$ cat config.mk
export PLATFORM = sky130hd
export DESIGN_NAME = intr_present_ctrl
export DESIGN_NICKNAME = d
export VERILOG_FILES = /design/src/rtl/ipr_pkg.sv /design/src/rtl/ipr_event_sel.sv /design/src/rtl/ipr_next.sv /design/src/rtl/intr_present_ctrl.sv
export SDC_FILE = /design/constraint.sdc
export NUM_CORES = 1
export LEC_CHECK = 0
export ABC_AREA = 1
export BUFFER_PORTS_ARGS = -buffer_cell sky130_fd_sc_hd__buf_2
export CAP_MARGIN = 10
export CORE_MARGIN = 5
export CORE_UTILIZATION = 50
export CTS_BUF_LIST = sky130_fd_sc_hd__clkbuf_4 sky130_fd_sc_hd__clkbuf_8 sky130_fd_sc_hd__clkbuf_16
export CTS_CLUSTER_DIAMETER = 30
export DETAILED_ROUTE_END_ITERATION = 7
export GPL_ROUTABILITY_DRIVEN = 0
export PLACE_DENSITY = 0.88
export RECOVER_POWER = 100
export SLEW_MARGIN = 20
export SYNTH_ARGS = -nofsm -noshare
export SYNTH_HDL_FRONTEND = slang
export SYNTH_SLANG_ARGS = --single-unit
export TNS_END_PERCENT = 100
$ cat constraint.sdc
create_clock -name clk -period 6.3 [get_ports clk]
set_clock_uncertainty 0.15 [all_clocks]
set_input_delay 1.26 -clock clk [delete_from_list [all_inputs] [get_ports clk]]
set_output_delay 1.26 -clock clk [all_outputs]
set_load 0.03 [all_outputs]
$ cat src/rtl/ipr_pkg.sv
package ipr_pkg;

  localparam int PRIO_W = 8;
  localparam int SRC_W  = 24;
  localparam int REG_W  = PRIO_W + SRC_W;
  localparam logic [PRIO_W-1:0] PRIO_MASKED = '1;

  typedef enum logic [2:0] {
    EV_NONE,
    EV_REQ,
    EV_IPI,
    EV_CPPR,
    EV_EOI,
    EV_ACCEPT
  } ipr_ev_e;

  typedef struct packed {
    logic [PRIO_W-1:0] cppr;
    logic [SRC_W-1:0]  src;
    logic [PRIO_W-1:0] pend;
    logic [PRIO_W-1:0] mfrr;
    logic              irq;
  } ipr_state_t;

  // An offer loses if the processor will not take it, or if the holder is at least as favoured.
  function automatic logic offer_refused(
    input logic [PRIO_W-1:0] prio,
    input logic [PRIO_W-1:0] cppr,
    input logic [SRC_W-1:0]  held_src,
    input logic [PRIO_W-1:0] held_pend);
    return (prio >= cppr) || ((held_src != '0) && (held_pend <= prio));
  endfunction

  // The inter-processor interrupt takes over unless the holder is at least as favoured.
  function automatic logic ipi_takes_over(
    input logic [PRIO_W-1:0] mfrr,
    input logic [SRC_W-1:0]  held_src,
    input logic [PRIO_W-1:0] held_pend);
    return !((held_src != '0) && (held_pend <= mfrr));
  endfunction

endpackage

$ cat src/rtl/ipr_event_sel.sv
module ipr_event_sel
  import ipr_pkg::*;
(
  input  logic             accept_rd,
  input  logic             eoi_wr,
  input  logic             cppr_wr,
  input  logic             ipi_wr,
  input  logic             req_valid,
  input  logic [SRC_W-1:0] req_src,
  output ipr_ev_e          ev
);
  // Processor commands win; a concurrent offer is discarded, a zero source never counts.
  always_comb begin
    if (accept_rd)                         ev = EV_ACCEPT;
    else if (eoi_wr)                       ev = EV_EOI;
    else if (cppr_wr)                      ev = EV_CPPR;
    else if (ipi_wr)                       ev = EV_IPI;
    else if (req_valid && req_src != '0)   ev = EV_REQ;
    else                                   ev = EV_NONE;
  end
endmodule

$ cat src/rtl/ipr_next.sv
module ipr_next
  import ipr_pkg::*;
#(
  parameter logic [SRC_W-1:0] IPI_SRC = SRC_W'(2)
) (
  input  ipr_state_t        cur,
  input  ipr_ev_e           ev,
  input  logic [SRC_W-1:0]  req_src,
  input  logic [PRIO_W-1:0] req_prio,
  input  logic [PRIO_W-1:0] cppr_data,
  input  logic [PRIO_W-1:0] ipi_data,
  input  logic [REG_W-1:0]  eoi_data,
  output ipr_state_t        nxt,
  output logic              rej_v,
  output logic [SRC_W-1:0]  rej_s,
  output logic              eoi_v,
  output logic [SRC_W-1:0]  eoi_s,
  output logic              resend,
  output logic              ipi_check
);
  always_comb begin
    nxt       = cur;
    rej_v     = 1'b0;
    rej_s     = '0;
    eoi_v     = 1'b0;
    eoi_s     = '0;
    resend    = 1'b0;
    ipi_check = 1'b0;
    unique case (ev)
      EV_REQ: begin
        if (offer_refused(req_prio, cur.cppr, cur.src, cur.pend)) begin
          rej_v = 1'b1;
          rej_s = req_src;
        end else begin
          if (cur.src != '0) begin
            rej_v = 1'b1;
            rej_s = cur.src;
          end
          nxt.src  = req_src;
          nxt.pend = req_prio;
          nxt.irq  = 1'b1;
        end
      end
      EV_IPI: begin
        nxt.mfrr  = ipi_data;
        ipi_check = ipi_data < cur.cppr;
      end
      EV_CPPR: begin
        nxt.cppr = cppr_data;
        if (cppr_data < cur.cppr) begin
          if (cur.src != '0 && cppr_data <= cur.pend) begin
            rej_v    = 1'b1;
            rej_s    = cur.src;
            nxt.src  = '0;
            nxt.pend = PRIO_MASKED;
            nxt.irq  = 1'b0;
          end
        end else begin
          resend    = 1'b1;
          ipi_check = cur.mfrr < cppr_data;
        end
      end
      EV_EOI: begin
        nxt.cppr  = eoi_data[REG_W-1:SRC_W];
        eoi_v     = 1'b1;
        eoi_s     = eoi_data[SRC_W-1:0];
        resend    = 1'b1;
        ipi_check = cur.mfrr < eoi_data[REG_W-1:SRC_W];
      end
      EV_ACCEPT: begin
        nxt.irq  = 1'b0;
        nxt.cppr = cur.pend;
        nxt.src  = '0;
        nxt.pend = PRIO_MASKED;
      end
      default: ;
    endcase
    // Paths that run the check never alter src or pend beforehand, so cur is still the holder.
    if (ipi_check && ipi_takes_over(nxt.mfrr, cur.src, cur.pend)) begin
      if (cur.src != '0) begin
        rej_v = 1'b1;
        rej_s = cur.src;
      end
      nxt.src  = IPI_SRC;
      nxt.pend = nxt.mfrr;
      nxt.irq  = 1'b1;
    end
  end
endmodule

$ cat src/rtl/intr_present_ctrl.sv
module intr_present_ctrl
  import ipr_pkg::*;
#(
  parameter logic [SRC_W-1:0] IPI_SRC = SRC_W'(2)
) (
  input  logic              clk,
  input  logic              rst_n,
  input  logic              req_valid,
  input  logic [SRC_W-1:0]  req_src,
  input  logic [PRIO_W-1:0] req_prio,
  input  logic              cppr_wr,
  input  logic [PRIO_W-1:0] cppr_data,
  input  logic              ipi_wr,
  input  logic [PRIO_W-1:0] ipi_data,
  input  logic              accept_rd,
  input  logic              eoi_wr,
  input  logic [REG_W-1:0]  eoi_data,
  output logic [REG_W-1:0]  xirr_o,
  output logic              irq_o,
  output logic              rej_valid,
  output logic [SRC_W-1:0]  rej_src,
  output logic              eoi_valid,
  output logic [SRC_W-1:0]  eoi_src,
  output logic              resend_o
);
  ipr_ev_e    ev;
  ipr_state_t st_q, st_d;
  logic              rej_v_d, eoi_v_d, resend_d, ipi_check;
  logic [SRC_W-1:0]  rej_s_d, eoi_s_d;

  ipr_event_sel u_sel (
    .accept_rd (accept_rd),
    .eoi_wr    (eoi_wr),
    .cppr_wr   (cppr_wr),
    .ipi_wr    (ipi_wr),
    .req_valid (req_valid),
    .req_src   (req_src),
    .ev        (ev)
  );

  ipr_next #(.IPI_SRC(IPI_SRC)) u_next (
    .cur       (st_q),
    .ev        (ev),
    .req_src   (req_src),
    .req_prio  (req_prio),
    .cppr_data (cppr_data),
    .ipi_data  (ipi_data),
    .eoi_data  (eoi_data),
    .nxt       (st_d),
    .rej_v     (rej_v_d),
    .rej_s     (rej_s_d),
    .eoi_v     (eoi_v_d),
    .eoi_s     (eoi_s_d),
    .resend    (resend_d),
    .ipi_check (ipi_check)
  );

  always_ff @(posedge clk) begin
    if (!rst_n) begin
      st_q      <= '{cppr: '0, src: '0, pend: PRIO_MASKED, mfrr: PRIO_MASKED, irq: 1'b0};
      rej_valid <= 1'b0;
      rej_src   <= '0;
      eoi_valid <= 1'b0;
      eoi_src   <= '0;
      resend_o  <= 1'b0;
    end else begin
      st_q      <= st_d;
      rej_valid <= rej_v_d;
      rej_src   <= rej_s_d;
      eoi_valid <= eoi_v_d;
      eoi_src   <= eoi_s_d;
      resend_o  <= resend_d;
    end
  end

  assign xirr_o = {st_q.cppr, st_q.src};
  assign irq_o  = st_q.irq;

  // an offer at or above the current priority comes back as a reject of itself
  a_r3_refused_bounce: assert property (@(posedge clk) disable iff (!rst_n)
    (ev == EV_REQ && req_prio >= xirr_o[REG_W-1:SRC_W])
      |=> (rej_valid && rej_src == $past(req_src) && xirr_o == $past(xirr_o)));

  // accept always empties the source field and drops the line
  a_r2_accept_clears: assert property (@(posedge clk) disable iff (!rst_n)
    (ev == EV_ACCEPT) |=> (!irq_o && xirr_o[SRC_W-1:0] == '0));

  // end of interrupt always retires the source and asks for resend
  a_r7_eoi_pulses: assert property (@(posedge clk) disable iff (!rst_n)
    (ev == EV_EOI) |=> (eoi_valid && resend_o && eoi_src == $past(eoi_data[SRC_W-1:0])));

  // a lowering priority write that clears the holder rejects exactly that holder
  a_r8_lower_rejects: assert property (@(posedge clk) disable iff (!rst_n)
    (ev == EV_CPPR && cppr_data < st_q.cppr && st_q.src != '0 && cppr_data <= st_q.pend)
      |=> (!irq_o && rej_valid && rej_src == $past(st_q.src) && xirr_o[SRC_W-1:0] == '0));

  // the line is high exactly while a source is latched
  a_r4_line_tracks_src: assert property (@(posedge clk) disable iff (!rst_n)
    irq_o == (xirr_o[SRC_W-1:0] != '0));

  // an idle cycle leaves every pulse low afterwards
  a_r12_idle_no_pulse: assert property (@(posedge clk) disable iff (!rst_n)
    (ev == EV_NONE) |=> (!rej_valid && !eoi_valid && !resend_o));

  // the inter-processor check never runs when the new priority is not below the current one
  a_r6_ipi_gate: assert property (@(posedge clk) disable iff (!rst_n)
    (ev == EV_IPI && ipi_data >= st_q.cppr) |=> (xirr_o == $past(xirr_o) && !rej_valid));

endmodule

Yosys cells after proc, flatten, opt, wreduce, memory -nomap -nowiden
Index checks and enable logic that the tools add are counted.

storage, ports and cells
  bits in registers = 100
  input bits = 87
  output and inout bits = 84
  logic and storage cells = 83

cells by class
  order comparisons = 8
  equality and inequality tests = 11
  multiplexer cells = 36
  bitwise logic cells = 1
  reductions and logical operators = 16

operators by type and width
  kind                  count
  $mux W24              6
  $mux W32              3
  $pmux W32 S3          1
  $pmux W24 S2          1
  $reduce_bool A24 Y1   2
  $lt A8 B8 Y1          4
  $le A8 B8 Y1          3
  $pmux W8 S3           1
  $mux W1               14
  $mux W3               4
  $mux W10              1
  $ge A8 B8 Y1          1
  $mux W8               1
  $reduce_and A4 Y1     2
  $eq A3 B2 Y1 const B  2
  $eq A3 B3 Y1 const B  2
  $ne A3 B1 Y1 const B  2
  $pmux W1 S3           2
  $reduce_bool A3 Y1    2
  $logic_and A1 B1 Y1   5
  $ne A2 B1 Y1 const B  2
  $pmux W1 S2           2
  $reduce_bool A4 Y1    1
  $eq A3 B1 Y1 const B  1
  7 further kinds       7

Longest topological paths before layout
Gate-level depths: netlist (run 1).

  word-level depth = 15
  gate-level depth with buffers = 18
  gate-level depth less buffers = 17

Modules after synthesis
From an unflattened synthesis (run 1), not the netlist that was laid out.

unflattened totals
  cell total of the unflattened synthesis = 1118
  area total of the unflattened synthesis = 7153.1 um^2

modules (own cells, without submodules)
  module             times used  cells an instance  area each (um^2)  sequential area each (um^2)
  ipr_next           1           741                3888.7            0.0
  intr_present_ctrl  1           343                3133.0            2001.9
  ipr_event_sel      1           34                 131.4             0.0

Worst setup path after synthesis (run 1)
Ideal clock, no wire load.

  path type = in2reg
  start = in accept_rd
  end = reg st_q, in the netlist xirr_o[10]
  library setup time = 0.120 ns
  arrival time = 3.169 ns
  required time = 6.030 ns
  slack = 2.862 ns
  stages = 17
  buffers on the path = 2
  path through = inv_2 -> nand4_1 -> buf_4 -> mux2i_1 -> ha_1 -> inv_1 -> nor2_1 -> nor2_1 -> o21ai_0 -> nand2_1 -> o211ai_1 -> o21ai_0 -> nand2_1 -> nand2_4 -> nand2_2 -> buf_2 -> a21oi_1

on the way
  longest elaborated chain between the ends = 8
  elaborated cells between the ends (all ways) = 19
  classes of those cells = order compare: 1; eq/ne: 8; mux: 4; reduce/logical: 6

RTL lines
  item                        RTL line                 RTL
  start: declaration          intr_present_ctrl.sv:15  input logic accept_rd,
  $mux W3 *                   ipr_event_sel.sv:14      if (accept_rd) ev = EV_ACCEPT;
  $eq A3 B2 Y1                ipr_next.sv:29           unique case (ev)
  $mux W8                     ipr_next.sv:29
  $le A8 B8 Y1                ipr_pkg.sv:39            return !((held_src != '0) && (held_pend <= mfrr));
  $logic_and A1 B1 Y1         ipr_pkg.sv:39
  $logic_not A1 Y1            ipr_pkg.sv:39
  $logic_and A1 B1 Y1         ipr_next.sv:79           if (ipi_check && ipi_takes_over(nxt.mfrr, cur.src, cur.pend)) begin
  $reduce_or A2 Y1 (no line)  -
  end signal: assignment      intr_present_ctrl.sv:60  st_q <= '{cppr: '0, src: '0, pend: PRIO_MASKED, mfrr: PRIO_MASKED, irq: 1'b0};
  end signal: assignment      intr_present_ctrl.sv:67  st_q <= st_d;
  end: declaration            intr_present_ctrl.sv:27  ipr_state_t st_q, st_d;

Every way passes the cells marked *; elsewhere a longest branch is shown, timed or not.
A chain may end at the register's enable or synchronous reset.

Worst setup path in the final report (run 1)
  start = in accept_rd
  end = reg st_q[9] in the netlist's numbering

on the way
  longest elaborated chain between the ends = 9
  elaborated cells between the ends (all ways) = 19
  classes of those cells = order compare: 1; eq/ne: 8; mux: 5; reduce/logical: 5

RTL lines
  item                                            RTL line
  $mux W3 *                                       ipr_event_sel.sv:14
  $eq A3 B2 Y1                                    ipr_next.sv:29
  $mux W8                                         ipr_next.sv:29
  $le A8 B8 Y1                                    ipr_pkg.sv:39
  $logic_and A1 B1 Y1                             ipr_pkg.sv:39
  $logic_not A1 Y1                                ipr_pkg.sv:39
  $logic_and A1 B1 Y1                             ipr_next.sv:79
  $ne A3 B1 Y1 (no line) (tied with other cells)  -
  $reduce_and A4 Y1 (no line)                     -

Marked as above.

==> results.py, run 1 <==
metrics = {
    "outcome": {
        "status": "completed",
    },
    "global_routing": {
        "grt_pass1_wl_um": 27520,
        "grt-ovfl-total": 0,
        "grt_max_degree": 34,
        "grt_pass1_vias": 5849,
        "antenna_found_initial": 1,
        "grt_util_all_layers_pct": 23.21,
    },
    "pwr": {
        "ir_drop_uv": 133.7,
        "pwr-share-clk_pct": 34.6,
        "power_frac_seq_pct": 40.6,
        "netSwitchingPower_uw": 536.7,
        "p_int_mw": 1.130,
        "p_sw_share_pct": 32.20,
        "comb_power_share_pct": 24.8,
        "pwr_density_cell_nw_per_um2": 239.6,
        "cellLeakagePower_nw": 3.346,
    },
    "clock_network": {
        "clk_latency_ps": 350,
        "clock_path_buffers": 2,
        "post_cts_resized": 0,
        "post_cts_buffers": 0,
        "htreeDepth": 3,
        "root_buffer": "clkbuf_16",
        "clock-sinks": 100,
        "cts.clk_slew.worst_paths_ps": 70,
        "cts_hold_buf": 0,
        "cts_tree": "built",
        "cts_made_buffers": 9,
    },
    "synth": {
        "syn-cell-area_um2": 6101,
        "synth.avg_cell_area_um2": 7.012,
        "synth-seq-cells": 100,
        "syn-num-nets": 1017,
        "synth_cells": 870,
        "yosysWarningCount": 0,
        "synth_cell_types": 33,
        "yosysSeqAreaShare_pct": 32.81,
    },
    "routing": {
        "wl_met3_um": 1332,
        "wl_met1_um": 6975,
        "drtPass1Iterations": 5,
        "wl_met2_um": 8272,
        "drt-initial-drc-count": 624,
        "ant_nets": 0,
        "drc_errors": 0,
        "wl_per_cell_um": 15.23,
        "vias_per_cell": 5.465,
        "routed_wl_um": 17390,
        "highest_layer": "met5",
        "num_vias": 6241,
    },
    "cells_and_area": {
        "multiInputGateArea_um2": 3203,
        "layout-drive-gt1-share_pct": 12.36,
        "seq_area_um2": 2002,
        "n_antenna_cell": 0,
        "fin_area_um2": 6957,
        "fill_cells": 1177,
        "fin_cells": 1142,
        "area.growth.synth_to_final_pct": 14.03,
        "post-route-util_pct": 57.92,
        "fin_nets": 1137,
    },
    "setup_path": {
        "worstPathRequired_ps": 6440,
        "crit_slowest_cell": "nand4_1",
        "cp-end-kind": "flip-flop",
        "path_cells": "clkbuf_1 > inv_1 > nand4_1 > mux2i_1 > ha_1 > inv_1 > nor2_1 > nor2_1 > o21ai_0 > nand2_1 > o211ai_1 > o21ai_0 > nand2_1 > buf_4 > nand2_1 > nand2_2 > nand2_1 > nand3_1",
        "start_kind": "primary input",
        "crit_top_cell": "nand2_1",
        "cp_data_arrival_time_ps": 4910,
        "cp_max_fo": 31,
        "critPathBufInv": 4,
        "criticalPathCategory": "primary input to flip-flop",
        "path_delay_family": "simple AND/OR/NAND/NOR gates",
        "slowest_delay_ps": 590,
    },
    "sta": {
        "slew_violations": 0,
        "finalCriticalPeriod_ps": 4769,
        "rsz0062_at_grt": "no",
        "relSlewSlack_pct": 29.66,
        "setup_viol": 0,
        "post-route-period-util_pct": 75.70,
        "timing.setup.tns_ps": 0,
        "whs_ps": 339.4,
        "fmax_mhz": 209.7,
        "hold_viol": 0,
        "tightest_slew_ps": 1054,
    },
    "min_path": {
        "min_path_type": "flip-flop to flip-flop",
    },
    "floorplan": {
        "die_x_um": 120.5,
        "core-area_um2": 12010,
        "design.die.area_um2": 14510,
        "rows": 40,
        "start_util_pct": 50.79,
        "ios": 171,
        "die-height_um": 120.5,
    },
    "flow_run": {
        "drv_cap": 0,
    },
    "placement": {
        "hpwl_um": 12720,
        "portBuffers": 170,
        "placed_cell_area_um2": 6756,
        "placed_cells": 1126,
    },
}
[cell usage in the layout, fill, tap and decap left out, drive strengths merged, types with 2 or more instances in the layout]
| cell type | Yosys | layout |
|---|---|---|
| nand3 | 97 | 97 |
| nor2 | 65 | 65 |
| nand4 | 18 | 18 |
| ha | 60 | 60 |
| mux2i | 7 | 7 |
| dfxtp | 100 | 100 |
| clkbuf | 13 | 100 |
| o21ai | 17 | 17 |
| o22ai | 7 | 7 |
| a31oi | 24 | 24 |
| buf | 50 | 85 |
| inv | 133 | 134 |
| o21a | 6 | 6 |
| o21bai | 2 | 2 |
| a21oi | 72 | 72 |
| nand2 | 193 | 193 |
[flip-flops by register name (all words and copies together) (netlist names)]
register,flops
eoi_src,24
eoi_valid,1
irq_o,1
rej_src,24
rej_valid,1
resend_o,1
st_q,16
xirr_o,32
[worst register-to-register path: stages, from the launching register on]
cell and delay (ps):
dfxtp_1 430, inv_1 110, ha_1 190, o21bai_1 130, nand2_1 70, nand2_1 60, nand2_1 50, nand2_1 50
nand2_1 60, nand2_2 400, nand2_4 330, nand2_4 240, nand3_2 560, nand2_1 210, nand3_1 80, nand2_1 70
inv_1 50
[through the flow]
| stage | worst slack, ps | power (mW) |
|---|---|---|
| after global placement | 1713 | 1.085 |
| after floorplan | 2862 | 0.9841 |
| after global routing | 1128 | 1.749 |
| final | 1531 | 1.667 |
| after detailed placement | 1587 | 1.098 |
| after CTS | 1925 | 1.671 |
[worst paths after layout]
path	from	to	slack [ps]	depth (start not counted)
min	irq_o	irq_o	340	2
min reg2reg	irq_o	irq_o	340	2
max	accept_rd	st_q[9]	1530	18
max reg2reg	st_q[9]	xirr_o[1]	2940	16
[power groups by stage]
stage,Sequential [mW],Clock (mW),Combinational (mW)
after floorplan,0.699,0,0.285
after global placement,0.688,0,0.397
after detailed placement,0.689,0,0.408
after CTS,0.675,0.582,0.414
after global routing,0.677,0.609,0.462
final,0.677,0.577,0.413
[metal layers]
layer	up-vias	track usage, %
li1	3050	-
met1	2782	27.48
met2	328	39.64
met3	79	4.911
met4	2	11.61
met5	-	0
[synthesized netlist by cell type, drive strengths merged]
cell	n	area (µm²)
clkbuf	13	48.80
buf	50	345.3
nand4	18	112.6
a31oi	24	150.1
nor3	1	16.27
nor2	65	261.5
o21bai	2	15.01
mux2i	7	70.07
o22ai	7	43.79
o211ai	1	7.510
o31ai	1	7.510
a221oi	1	8.760
dfxtp	100	2002
o21a	6	45.04
o21ai	17	85.08
or2	1	6.260
nand2	193	759.5
nand3	97	495.5
a21oi	72	364.1
nor4	1	6.260
inv	133	499.2
ha	60	750.7
[cell families (layout without fill, tap and decap cells)]
family / count (synthesis) / in the layout / synth area share [%]
DFF: 100 / 100 / 32.81
and+or+nand+nor: 376 / 376 / 27.17
adders and majority gates: 60 / 60 / 12.31
buffers and inverters: 196 / 321 / 14.64
AOI/OAI and AO/OA: 131 / 131 / 11.92
muxes: 7 / 7 / 1.149
[final cells by class]
| cell class | count | share of cell area, % |
|---|---|---|
| timing repair buffer | 172 | 10.88 |
| tap | 147 | 2.644 |
| inverter | 133 | 7.176 |
| multi-input combinational | 574 | 46.04 |
| clock buffer | 13 | 3.849 |
| sequential | 100 | 28.78 |
| clock inverter | 3 | 0.6295 |
Note: power is estimated with default switching activity, not from simulation.
==> run 2: changes to the inputs <==
- CORE_UTILIZATION: 50 -> 48
- clock period: 6.3 -> 4 ns (I/O delays scaled with it)
==> run 2 against run 1 <==
Net effect: worst setup slack worse by 950 ps; critical endpoint is now xirr_o[14]; register-to-register slack worse by 1800 ps; critical path depth is 2 lower; largest cell class unchanged; via count decreased by 0.14%.
==> results.py, run 2 (synthesis results as in run 1) <==
metrics = {
    "routing": {
        "routed_wl_um": 17370,
        "num_vias": 6232,
        "vias_per_cell": 5.304,
        "wl_per_cell_um": 14.78,
        "drc_errors": 0,
        "ant_nets": 0,
        "drtPass1Iterations": 6,
        "drt-initial-drc-count": 708,
    },
    "pwr": {
        "power.total_mw": 2.571,
        "ir_drop_uv": 222.3,
        "cellLeakagePower_nw": 3.372,
        "pwr_density_cell_nw_per_um2": 365.2,
    },
    "placement": {
        "portBuffers": 170,
        "hpwl_um": 13070,
    },
    "min_path": {
        "min_path_type": "flip-flop to flip-flop",
        "hold_path_depth": 2,
        "hp-start": "irq_o",
        "worst_hold_path.endpoint": "irq_o",
    },
    "global_routing": {
        "grt-ovfl-total": 0,
        "grt_util_all_layers_pct": 22.64,
        "top_usage_layer": "met2",
        "grt_pass1_wl_um": 27520,
        "grtUsageMet2_pct": 38.54,
        "grtUsageMet1_pct": 26.65,
        "antenna_found_initial": 0,
        "grt_use_met3_pct": 4.009,
        "grt_pass1_vias": 5954,
        "grt_max_degree": 29,
    },
    "clock_network": {
        "cts.clk_slew.worst_paths_ps": 80,
        "cts_tree": "built",
        "cts_hold_buf": 0,
        "root_buffer": "clkbuf_16",
        "clock-sinks": 100,
        "post_cts_resized": 0,
        "clock_path_buffers": 2,
        "htreeDepth": 3,
        "clk_latency_ps": 350,
        "cts_made_buffers": 9,
        "post_cts_buffers": 0,
    },
    "sta": {
        "tightest_slew_ps": 824.9,
        "slew_violations": 0,
        "setup_viol": 0,
        "post-route-period-util_pct": 85.50,
        "rsz0062_at_grt": "no",
        "relSlewSlack_pct": 44.64,
        "timing.setup.tns_ps": 0,
        "fmax_mhz": 292.4,
        "hold_viol": 0,
        "finalCriticalPeriod_ps": 3420,
    },
    "cells_and_area": {
        "fin_nets": 1145,
        "layout-drive-gt1-share_pct": 13.16,
        "final_cell_mix": "nand2_1, inv_1, dfxtp_1, nand3_1, clkbuf_1",
        "area.growth.synth_to_final_pct": 15.38,
        "n_antenna_cell": 0,
        "largest_reg_flops": 32,
        "seq_area_um2": 2002,
        "multiInputGateArea_um2": 3206,
        "final_common_cell": "nand2_1",
        "fill_cells": 1208,
    },
    "setup_path": {
        "r2r_setup_slack_ps": 1130,
        "r2r-start": "xirr_o[31]",
        "r2r-end": "xirr_o[15]",
        "crit_start": "accept_rd",
        "cp_max_fo": 17,
        "criticalPathCategory": "primary input to flip-flop",
        "cp_data_arrival_time_ps": 3540,
        "worstPathRequired_ps": 4120,
        "r2r_cells": 12,
        "start_kind": "primary input",
        "cp-end-kind": "flip-flop",
    },
    "floorplan": {
        "rows": 41,
        "die_x_um": 122.7,
        "die-height_um": 122.7,
        "ios": 171,
        "start_util_pct": 48.74,
        "design.die.area_um2": 15070,
        "core-area_um2": 12520,
    },
    "outcome": {
        "status": "completed",
    },
    "flow_run": {
        "drv_cap": 0,
    },
}
-- run 2: cell count changes in the layout (fill, tap and decap cells not counted), moves of 2 or more --
cell,before,now
clkinv_4,0,2
buf_4,2,9
clkinvlp_4,0,2
clkbuf_4,2,0
-- run 2: layer usage --
layer / vias up / routed length [µm]
li1: 3066 / -
met1: 2819 / 6925
met2: 289 / 8390
met3: 58 / 1291
met4: 0 / 764
met5: - / 0
-- run 2: area by class of cell --
type,count,area share (%)
clock inverters,6,0.6932
well taps,172,3.057
flip-flops and latches,100,28.44
inverters,133,7.092
multi-input cells,574,45.54
clock buffers,10,3.395
repair buffers,180,11.78
-- run 2: worst max-delay path: stages --
cell	delay (ps)
clkbuf_1	230
inv_1	220
nand4_1	160
buf_4	210
mux2i_1	260
ha_1	280
a21oi_1	160
o21ai_0	100
nand2_1	70
o211ai_1	70
o21ai_0	70
nand2_1	120
nand2_4	150
nand2_2	240
buf_12	250
a21oi_1	120
-- run 2: worst max path at each step --
stage	to	slack, ps	cells after the start
after detailed placement	xirr_o[14]	520	18
after floorplan	xirr_o[10]	1020	17
after global routing	xirr_o[20]	340	16
final	xirr_o[14]	580	16
after global placement	xirr_o[14]	590	18
after CTS	xirr_o[14]	870	18
-- run 2: stage by stage --
| step | setup slack [ps] | util [%] | std cells | cell area, µm² | hold WS (ps) |
|---|---|---|---|---|---|
| after floorplan | 1022 | - | 870 | 6101 | 327.4 |
| after global placement | 594.7 | 54.81 | 1159 | 6860 | 301.5 |
| after detailed placement | 521.8 | 54.81 | 1159 | 6860 | 316.8 |
| after CTS | 872.7 | 57.11 | 1175 | 7148 | 327.3 |
| after global routing | 342.1 | 56.24 | 1175 | 7039 | 373.1 |
| final | 579.8 | 56.24 | 1175 | 7039 | 335.8 |
-- run 2: where the power goes --
| group | switching (mW) | internal [mW] |
|---|---|---|
| logic | 0.440 | 0.220 |
| clock network | 0.401 | 0.445 |
| registers | 0.0332 | 1.03 |
| total | 0.874 | 1.70 |
==> run 3: changes to the inputs <==
- RECOVER_POWER: 100 -> 50
==> run 3 against run 2 <==
Net effect: die area stayed put; first-iteration DRC count is 2.5% lower; non-clock buffer count stayed put; clock-buffer cell count stayed put; total power hardly changed; sequential power hardly changed; routed wire length hardly changed; global-route usage stayed put; flip-flop and latch count stayed put; final cell count stayed put; via count is 0.80% lower; worst setup slack better by 150 ps; critical path type unchanged.
==> results.py, run 3 (synthesis results as in run 1) <==
metrics = {
    "outcome": {
        "status": "completed",
    },
    "sta": {
        "post-route-period-util_pct": 81.80,
        "slew_violations": 0,
        "tightest_slew_ps": 827.6,
        "relSlewSlack_pct": 44.46,
        "whs_ps": 335.9,
        "rsz0062_at_grt": "no",
        "setup_viol": 0,
        "hold_viol": 0,
        "fmax_mhz": 305.6,
        "timing.setup.tns_ps": 0,
        "finalCriticalPeriod_ps": 3272,
    },
    "routing": {
        "ant_nets": 0,
        "num_vias": 6182,
        "drc_errors": 0,
        "routed_wl_um": 17360,
        "vias_per_cell": 5.261,
        "drt-initial-drc-count": 690,
        "drtPass1Iterations": 5,
        "wl_per_cell_um": 14.78,
    },
    "clock_network": {
        "post_cts_buffers": 0,
        "clock-sinks": 100,
        "root_buffer": "clkbuf_16",
        "htreeDepth": 3,
        "clk_latency_ps": 350,
        "cts_made_buffers": 9,
        "cts_tree": "built",
        "cts_hold_buf": 0,
        "clock_path_buffers": 2,
        "post_cts_resized": 0,
        "cts.clk_slew.worst_paths_ps": 80,
    },
    "min_path": {
        "min_path_type": "flip-flop to flip-flop",
        "hold_path_depth": 2,
        "hp-start": "irq_o",
        "worst_hold_path.endpoint": "irq_o",
    },
    "global_routing": {
        "grt_util_all_layers_pct": 22.64,
        "grt-ovfl-total": 0,
        "antenna_found_initial": 0,
        "grt_pass1_wl_um": 27520,
        "grt_max_degree": 29,
        "grt_pass1_vias": 5954,
    },
    "setup_path": {
        "critPathBufInv": 5,
        "cp-end-kind": "flip-flop",
        "path_delay_family": "simple AND/OR/NAND/NOR gates",
        "crit_slowest_cell": "ha_1",
        "cp_data_arrival_time_ps": 3360,
        "start_kind": "primary input",
        "path_cells": "buf_2 > inv_1 > nand4_1 > buf_4 > mux2i_1 > ha_1 > inv_1 > nor2_1 > nor2_1 > o21ai_0 > nand2_1 > o211ai_1 > o21ai_0 > nand2_1 > nand2_4 > nand2_2 > buf_12 > a21oi_1",
        "slowest_delay_ps": 310,
        "cp_max_fo": 17,
        "worstPathRequired_ps": 4080,
        "r2r-end": "xirr_o[15]",
        "cp.depth": 18,
        "r2r-start": "xirr_o[31]",
        "criticalPathCategory": "primary input to flip-flop",
        "r2r_setup_slack_ps": 1150,
        "r2r_cells": 12,
    },
    "cells_and_area": {
        "layout-drive-gt1-share_pct": 13.56,
        "fin_nets": 1145,
        "final_cell_mix": "nand2_1, inv_1, dfxtp_1, nand3_1, buf_2",
        "area.growth.synth_to_final_pct": 15.44,
        "final_common_cell": "nand2_1",
        "n_antenna_cell": 0,
        "largest_reg_flops": 32,
    },
    "pwr": {
        "ir_drop_uv": 222.2,
        "p_int_mw": 1.697,
        "pwr_density_cell_nw_per_um2": 365.2,
        "netSwitchingPower_uw": 875.3,
        "pwr-share-clk_pct": 32.9,
        "cellLeakagePower_nw": 3.382,
        "p_sw_share_pct": 34.03,
        "power_frac_seq_pct": 41.4,
        "comb_power_share_pct": 25.7,
    },
    "placement": {
        "portBuffers": 170,
        "hpwl_um": 13070,
    },
    "floorplan": {
        "die-height_um": 122.7,
        "rows": 41,
        "start_util_pct": 48.74,
        "design.die.area_um2": 15070,
        "core-area_um2": 12520,
        "ios": 171,
        "die_x_um": 122.7,
    },
    "flow_run": {
        "drv_cap": 0,
    },
}
[run 3: cell types whose count changed in the layout (fill, tap and decap cells not counted), sizes merged]
cell,delta
buf,+3
clkbuf,-3
[run 3: through the flow]
step                setup slack (ps)  power [mW]  utilization (%)  instance area [µm²]  cells
floorplan                       1022       1.550                -                 6101    870
global placement               594.7       1.725            54.81                 6860   1159
detailed placement             521.8       1.743            54.81                 6860   1159
CTS                            872.7       2.574            57.11                 7148   1175
global route                   475.2       2.690            56.27                 7043   1175
finish                         728.0       2.572            56.27                 7043   1175
[run 3: power groups by stage]
stage | sequential [mW] | combinational (mW) | clock (mW)
final | 1.07 | 0.660 | 0.847
after global routing | 1.07 | 0.739 | 0.882
after CTS | 1.06 | 0.663 | 0.848
after detailed placement | 1.09 | 0.657 | 0
after global placement | 1.08 | 0.640 | 0
after floorplan | 1.10 | 0.449 | 0
[run 3: layout make-up]
type / count / area (µm²)
tap: 172 / 215.2
timing repair buffer: 180 / 833.3
sequential: 100 / 2002
inverter: 133 / 499.2
fill: 1207 / 5474
multi-input combinational: 574 / 3206
clock inverter: 6 / 48.80
clock buffer: 10 / 239.0
[run 3: per-layer routing]
layer	GRT usage, %	vias to the layer above	routed length, µm
li1	-	3067	-
met1	26.65	2800	6961
met2	38.54	258	8411
met3	4.009	57	1261
met4	13.09	0	728
met5	0	-	0
[run 3: worst max path at each step]
stage | startpoint | end | slack, ps
after floorplan | accept_rd | xirr_o[10] | 1020
after global placement | accept_rd | xirr_o[14] | 590
after detailed placement | accept_rd | xirr_o[14] | 520
after CTS | accept_rd | xirr_o[14] | 870
after global routing | accept_rd | xirr_o[20] | 480
final | accept_rd | xirr_o[14] | 730
[run 3: worst reg2reg max path: cells and delay by family, from the launching register on]
kind                     cells  cell delay, ps
AND/OR/NAND/NOR              6            1080
flip-flops                   1             350
buffers and inverters        2             450
AO/OA/AOI/OAI                3             410
adder cells (fa/ha/maj)      1             300
